[src/rtl/fll_pkg.sv]
package fll_pkg;
  localparam int TUNE_W   = 14;
  localparam int TUNE_MAX = (1 << TUNE_W) - 1;
  localparam int DELTA_W  = 48;

  // Clamp cur + delta into [0, TUNE_MAX].
  function automatic logic [TUNE_W-1:0] tune_sat(input logic [TUNE_W-1:0] cur,
                                                 input logic signed [DELTA_W-1:0] delta);
    logic signed [DELTA_W:0] nxt;
    nxt = $signed({{(DELTA_W-TUNE_W+1){1'b0}}, cur}) + $signed({delta[DELTA_W-1], delta});
    if (nxt < 0) return '0;
    else if (nxt > TUNE_MAX) return TUNE_W'(TUNE_MAX);
    else return nxt[TUNE_W-1:0];
  endfunction

  // Majority of signs: frequency high -> step down.
  function automatic logic signed [1:0] vote_dir(input logic signed [15:0] tally);
    if (tally > 0) return -2'sd1;
    else if (tally < 0) return 2'sd1;
    else return 2'sd0;
  endfunction

  function automatic logic within_limit(input logic signed [DELTA_W-1:0] err,
                                        input logic [DELTA_W-1:0] lim);
    logic [DELTA_W-1:0] mag;
    mag = (err < 0) ? $unsigned(-err) : $unsigned(err);
    return mag <= lim;
  endfunction
endpackage

[src/rtl/fll_pps_sync.sv]
module fll_pps_sync (
  input  logic clk,
  input  logic rst_n,
  input  logic pps_in,
  output logic pps_tick
);
  logic s1, s2, s3;
  always_ff @(posedge clk) begin
    if (!rst_n) begin
      s1 <= 1'b0;
      s2 <= 1'b0;
      s3 <= 1'b0;
    end else begin
      s1 <= pps_in;
      s2 <= s1;
      s3 <= s2;
    end
  end
  assign pps_tick = s2 & ~s3;
endmodule

[src/rtl/fll_gate_counter.sv]
module fll_gate_counter #(
  parameter int CW         = 32,
  parameter int GATE_TICKS = 16
) (
  input  logic          clk,
  input  logic          rst_n,
  input  logic          pps_tick,
  output logic          sample_done,
  output logic [CW-1:0] sample_count
);
  localparam int IW = (GATE_TICKS > 1) ? $clog2(GATE_TICKS) : 1;

  logic [CW-1:0] free_cnt;
  logic [CW-1:0] base;
  logic [IW-1:0] idx;
  logic          started;

  always_ff @(posedge clk) begin
    if (!rst_n) begin
      free_cnt     <= '0;
      base         <= '0;
      idx          <= '0;
      started      <= 1'b0;
      sample_done  <= 1'b0;
      sample_count <= '0;
    end else begin
      free_cnt    <= free_cnt + 1'b1;
      sample_done <= 1'b0;
      if (pps_tick) begin
        if (!started) begin
          started <= 1'b1;
          base    <= free_cnt;
          idx     <= '0;
        end else if (idx == IW'(GATE_TICKS - 1)) begin
          sample_done  <= 1'b1;
          sample_count <= free_cnt - base;
          base         <= free_cnt;
          idx          <= '0;
        end else begin
          idx <= idx + 1'b1;
        end
      end
    end
  end
endmodule

[src/rtl/fll_averager.sv]
module fll_averager
  import fll_pkg::*;
#(
  parameter int CW     = 32,
  parameter int LOG2_W = 3
) (
  input  logic                      clk,
  input  logic                      rst_n,
  input  logic                      sample_done,
  input  logic                      settling,
  input  logic [CW-1:0]             sample_count,
  input  logic [CW-1:0]             cfg_nominal,
  input  logic [CW-1:0]             cfg_limit,
  input  logic [LOG2_W-1:0]         cfg_avg_log2,
  input  logic                      cfg_vote_mode,
  input  logic                      cfg_neg_slope,
  output logic                      sample_accepted,
  output logic                      sample_rejected,
  output logic                      avg_update,
  output logic signed [DELTA_W-1:0] avg_delta
);
  localparam int MAXN = 1 << ((1 << LOG2_W) - 1);
  localparam int NW   = $clog2(MAXN + 1);
  localparam int VW   = NW + 1;

  logic signed [CW:0]         err;
  logic signed [DELTA_W-1:0]  err_x, sum, sum_next, shifted, raw, corr;
  logic signed [VW-1:0]       votes, votes_next;
  logic [NW-1:0]              n, n_inc, target;
  logic                       in_lim, last;

  assign err        = $signed({1'b0, sample_count}) - $signed({1'b0, cfg_nominal});
  assign err_x      = DELTA_W'(err);
  assign in_lim     = within_limit(err_x, DELTA_W'(cfg_limit));
  assign sum_next   = sum + err_x;
  assign votes_next = votes + ((err_x > 0) ? VW'(1) : VW'(0)) - ((err_x < 0) ? VW'(1) : VW'(0));
  assign n_inc      = n + 1'b1;
  assign target     = NW'(1) << cfg_avg_log2;
  assign last       = (n_inc == target);
  assign shifted    = sum_next >>> cfg_avg_log2;
  assign raw        = cfg_vote_mode ? DELTA_W'(vote_dir(16'(votes_next))) : -shifted;
  assign corr       = cfg_neg_slope ? -raw : raw;

  always_ff @(posedge clk) begin
    if (!rst_n) begin
      sum             <= '0;
      votes           <= '0;
      n               <= '0;
      sample_accepted <= 1'b0;
      sample_rejected <= 1'b0;
      avg_update      <= 1'b0;
      avg_delta       <= '0;
    end else begin
      sample_accepted <= 1'b0;
      sample_rejected <= 1'b0;
      avg_update      <= 1'b0;
      if (sample_done && !settling) begin
        if (in_lim) begin
          sample_accepted <= 1'b1;
          if (last) begin
            avg_update <= 1'b1;
            avg_delta  <= corr;
            sum        <= '0;
            votes      <= '0;
            n          <= '0;
          end else begin
            sum   <= sum_next;
            votes <= votes_next;
            n     <= n_inc;
          end
        end else begin
          sample_rejected <= 1'b1;
        end
      end
    end
  end
endmodule

[src/rtl/fll_gate_ctrl.sv]
module fll_gate_ctrl
  import fll_pkg::*;
#(
  parameter int CW         = 32,
  parameter int GATE_TICKS = 16,
  parameter int LOG2_W     = 3,
  parameter int TUNE_INIT  = 8192
) (
  input  logic              clk,
  input  logic              rst_n,
  input  logic              pps_in,
  input  logic [CW-1:0]     cfg_nominal,
  input  logic [CW-1:0]     cfg_limit,
  input  logic [LOG2_W-1:0] cfg_avg_log2,
  input  logic              cfg_vote_mode,
  input  logic              cfg_neg_slope,
  output logic [TUNE_W-1:0] tune_word,
  output logic              sample_done,
  output logic              sample_accepted,
  output logic              sample_rejected,
  output logic              tune_update
);
  logic                      pps_tick;
  logic [CW-1:0]             sample_count;
  logic                      settling;
  logic                      avg_update;
  logic signed [DELTA_W-1:0] avg_delta;

  fll_pps_sync u_sync (
    .clk(clk), .rst_n(rst_n), .pps_in(pps_in), .pps_tick(pps_tick)
  );

  fll_gate_counter #(.CW(CW), .GATE_TICKS(GATE_TICKS)) u_gate (
    .clk(clk), .rst_n(rst_n), .pps_tick(pps_tick),
    .sample_done(sample_done), .sample_count(sample_count)
  );

  fll_averager #(.CW(CW), .LOG2_W(LOG2_W)) u_avg (
    .clk(clk), .rst_n(rst_n), .sample_done(sample_done), .settling(settling),
    .sample_count(sample_count), .cfg_nominal(cfg_nominal), .cfg_limit(cfg_limit),
    .cfg_avg_log2(cfg_avg_log2), .cfg_vote_mode(cfg_vote_mode),
    .cfg_neg_slope(cfg_neg_slope), .sample_accepted(sample_accepted),
    .sample_rejected(sample_rejected), .avg_update(avg_update), .avg_delta(avg_delta)
  );

  always_ff @(posedge clk) begin
    if (!rst_n) begin
      tune_word   <= TUNE_W'(TUNE_INIT);
      tune_update <= 1'b0;
      settling    <= 1'b0;
    end else begin
      tune_update <= avg_update;
      if (avg_update) begin
        tune_word <= tune_sat(tune_word, avg_delta);
        settling  <= 1'b1;
      end else if (sample_done) begin
        settling <= 1'b0;
      end
    end
  end
endmodule

[config.mk]
export PLATFORM = sky130hd
export DESIGN_NAME = fll_gate_ctrl
export DESIGN_NICKNAME = d
export VERILOG_FILES = /design/src/rtl/fll_pkg.sv /design/src/rtl/fll_pps_sync.sv /design/src/rtl/fll_gate_counter.sv /design/src/rtl/fll_averager.sv /design/src/rtl/fll_gate_ctrl.sv
export SDC_FILE = /design/constraint.sdc
export NUM_CORES = 1
export LEC_CHECK = 0
export BUFFER_PORTS_ARGS = -buffer_cell sky130_fd_sc_hd__clkbuf_2
export CORE_MARGIN = 3
export CORE_UTILIZATION = 40
export DETAILED_ROUTE_END_ITERATION = 6
export GPL_TIMING_DRIVEN = 0
export PLACE_DENSITY = 0.59
export SYNTH_ARGS = -nofsm -noshare
export SYNTH_HDL_FRONTEND = slang
export SYNTH_SLANG_ARGS = --single-unit
[constraint.sdc]
create_clock -name clk -period 13.7 [get_ports clk]
set_input_delay 4.11 -clock clk [delete_from_list [all_inputs] [get_ports clk]]
set_output_delay 4.11 -clock clk [all_outputs]
set_load 0.1 [all_outputs]
==> summary by stage <==
Run status
The run finished with clean final reports.

Yosys
By area the synthesized netlist is led by sky130_fd_sc_hd__dfxtp_1 (19%), sky130_fd_sc_hd__ha_1 (9.0%), sky130_fd_sc_hd__nand2_1 (6.0%). The synthesized instance count is 3425. The top cell type's share of synthesized area is 18.9%.

The count of synthesis-stage warnings from yosys is 0. When the netlist entered floorplanning its net count stood at 3682. Sequential cells were found to cover 18.9% of the synthesized design area. The synthesized netlist contains 112 unique library cells. The post-synthesis sequential element count is 237. The cell accounting for the most synthesized area is sky130_fd_sc_hd__dfxtp_1. The mapped netlist covers 0.0251 mm².

The async set-or-reset flop fraction in the synthesized netlist is 0%. The most used flip-flop cell after synthesis is sky130_fd_sc_hd__dfxtp_1. Each instance of the synthesized netlist takes up on average 7.34 µm². In this run, synthesis inferred 0 flip-flops with an integrated enable.

Die
90 I/O pins were placed. In this run the horizontal extent of the chip is 257 µm. The die outline height is 257 µm. The placeable core area is 0.0619 mm². The cell row count is 91.

The die footprint is 0.0659 mm². Once the floorplan was initialized, standard cells occupied 40.6% of the core.

Power and ir drop
The design draws 2.04 mW. The sequential share of power is 33.9%. Across the VDD grid, the largest voltage drop is 82.9 µV.

Combinational cells account for 21.3% of the total power. Cell internal power was estimated by the tool at 1.41 mW. The total power divided by cell area is 72.9 mW/mm². Per report_power, the clock group accounts for 44.7% of the total. In this run the power spent charging and discharging nets is 635 µW. For this design the static power due to leakage is 11.1 nW. Net switching is 31.1% of the power.

Global routing
The total routing resource utilization after global routing is 26.7%. The via count of the first global-routing pass is 25200. The pin count of the biggest net entering global routing is 26. The first global-routing pass estimated 142000 µm of wire. The initial antenna violation count came to 1. Global routing finished with a remaining overflow of 0.

Critical path
The start-to-end type of the worst setup path is in -> reg. The maximum cell stage delay along the critical path is 0.79 ns. The required time of the worst setup path is 14.21 ns. STA classifies the critical path startpoint as a primary input. The maximum fanout count along the critical path is 10. Counting stages on the worst path, the most repeated cell is sky130_fd_sc_hd__or4b_1. The slowest stage of the critical path belongs to the cell sky130_fd_sc_hd__a211oi_1. The data arrival at the endpoint of the critical path is 13.77 ns.

The worst setup path is captured at a register.

Drt
The detailed router finished its first iteration with 2184 violations. The total via count after detailed routing is 26700. The detail route stage leaves a number of antenna-violating nets equal to 0. The length of the first detailed-routing pass in iterations is 6. The ratio of routed vias to standard cells is 6.05.

The overall routed net length is 92000 µm. The wire length per cell after detailed routing is 20.9 µm. The DRC violation count after routing is 0.

Layout
In the final layout, the multi-input gates occupy 0.0192 mm². The commonest non-fill, non-tap cell in the layout is sky130_fd_sc_hd__nand2_1. The number of fillers in the final layout is 6465. The final standard cell utilization of the core is 45.2%. The total number of nets in the final design is 3808. The library cells used most frequently in the layout, excluding fill and tap cells, are sky130_fd_sc_hd__nand2_1 (404), sky130_fd_sc_hd__a21oi_1 (291), sky130_fd_sc_hd__nor2_1 (268). From synthesis to final layout, the design area changed by 11.4%.

The repair_antennas step left the layout with diodes totalling 0. In the final layout, the share of cells above drive strength 1 is 8.95%. Across the whole layout, storage elements account for 0.00474 mm².

STA
Derived from the worst setup path, the maximum achievable clock frequency is 75.4 MHz. The number of max-slew violations in the final report was 0. The worst slew margin relative to its limit is 15.5%. The final hold violation count came to 0.

In the post-route analysis, the smallest setup slack over all paths is 0.439 ns. The final period demand of the worst path is 13.26 ns. The part of the cycle the worst path needs is 96.8%. At the pin with the least slew margin, the transition time is 1.26 ns. The worst clock skew is 0.0360 ns. The total negative slack for setup checks is 0 ns. Setup violations remaining at the end of the flow were counted as 0.

Clock tree
The number of buffers on the longest clock path is 3. The sink count of the clock tree is 237. The insertion delay of the later-clocked pin in the worst-skew pair is 0.62 ns. The CTS root buffer is sky130_fd_sc_hd__clkbuf_16. The count of hold buffers inserted by post-cts repair is 0.

The CTS buffer count is 31. CTS built an H-tree with a depth of 1. The TritonCTS clock tree is done. The clock slew seen by the registers of the worst setup and hold paths is 0.06 ns.

Job
Max-cap violations in this run came to 0.

Placed design
The count of input and output buffers is 86. The congestion estimate from routability-driven global placement came to 0.978. The setup slack after placement is -2.13 ns. The detailed placement HPWL is 73000 µm.

Hold path
The worst min-delay path class is reg -> reg.
-- cells in the mapped netlist, types with 80 or more instances --
cell type,instances
sky130_fd_sc_hd__a21oi_1,292
sky130_fd_sc_hd__clkbuf_1,124
sky130_fd_sc_hd__dfxtp_1,237
sky130_fd_sc_hd__ha_1,180
sky130_fd_sc_hd__inv_1,185
sky130_fd_sc_hd__nand2_1,404
sky130_fd_sc_hd__nand3_1,104
sky130_fd_sc_hd__nor2_1,269
sky130_fd_sc_hd__nor3_1,92
sky130_fd_sc_hd__o21ai_0,162
sky130_fd_sc_hd__xnor2_1,144
sky130_fd_sc_hd__xor2_1,80
-- critical path, delay by kind of cell --
family	cells	cell delay, ns
adders and majority gates	2	0.62
buffers and inverters	4	0.65
AOI/OAI and AO/OA	13	4.28
muxes	1	0.44
and+or+nand+nor	11	3.68
-- routing by layer --
| metal | GRT usage, % | vias to the layer above | share of wire, % |
|---|---|---|---|
| met1 | 35.2 | 12700 | 44 |
| met4 | 8.09 | 2 | 3.2 |
| met2 | 45.3 | 889 | 46 |
| met5 | 0 | - | 0.0087 |
| met3 | 3.63 | 174 | 6.6 |
| li1 | - | 12900 | - |
-- sequential cells by signal (all words and copies together) (netlist names) --
register	flops
u_sync.s2	1
u_gate.base	32
u_gate.started	1
u_avg.avg_delta	48
u_avg.sample_rejected	1
u_avg.sum	48
u_gate.idx	4
u_gate.sample_done	1
u_gate.sample_count	32
settling	1
u_sync.s3	1
u_avg.avg_update	1
u_avg.votes	9
u_gate.free_cnt	32
u_sync.s1	1
u_avg.sample_accepted	1
tune_update	1
tune_word	14
u_avg.n	8
-- final cells by class --
cell class,instances,area share (%)
Buffer,166,2.44
Clock buffer,41,3.12
Clock inverter,16,0.943
Inverter,187,2.51
Multi-Input combinational cell,2835,68.6
Sequential cell,237,17.0
Tap cell,837,3.74
Timing Repair Buffer,93,1.73
-- power by group through the flow --
stage          Combinational [mW]  Clock, mW  Sequential, mW
2_1_floorplan               0.297          0           0.707
3_3_place_gp                0.419          0           0.708
3_5_place_dp                0.420          0           0.708
4_1_cts                     0.423      0.933           0.692
5_1_grt                     0.471      0.955           0.693
6_report                    0.436      0.913           0.693
-- path summary, 6_finish.rpt --
| check | from | endpoint | slack, ns | cells past startpoint |
|---|---|---|---|---|
| setup / recovery | cfg_nominal[10] | u_avg.avg_delta[42] | 0.44 | 31 |
| hold / removal | u_sync.s1 | u_sync.s2 | 0.43 | 1 |
| setup reg to reg | u_gate.sample_count[10] | u_avg.avg_delta[42] | 3.72 | 29 |
| hold reg to reg | u_sync.s1 | u_sync.s2 | 0.43 | 1 |
-- per-stage QoR --
stage | hold slack (ns) | instance area [µm²] | std cells
2_1_floorplan | 0.412 | 25100 | 3425
3_3_place_gp | 0.413 | 26600 | 4348
3_5_place_dp | 0.422 | 26600 | 4348
4_1_cts | 0.438 | 27800 | 4408
5_1_grt | 0.458 | 28000 | 4412
6_report | 0.432 | 28000 | 4412
-- repair_timing --
action / 4_1_cts / 5_1_grt
pin swaps: 1 / 3
gates resized for setup: 18 / 30
setup endpoints to repair: 25 / 26
buffers inserted: 3 / 4
-- cell families (layout without fill, tap and decap cells) --
group | count (synthesis) | count (layout) | share of synthesized area, %
AOI/OAI and AO/OA | 1060 | 1060 | 29.0
xor gates and xnor gates | 224 | 224 | 7.81
and+or+nand+nor | 1286 | 1286 | 25.6
adders and majority gates | 185 | 185 | 9.36
buffers and inverters | 353 | 503 | 5.47
DFF | 237 | 237 | 18.9
muxes | 80 | 80 | 3.88
Note: power is estimated with default switching activity, not from simulation.
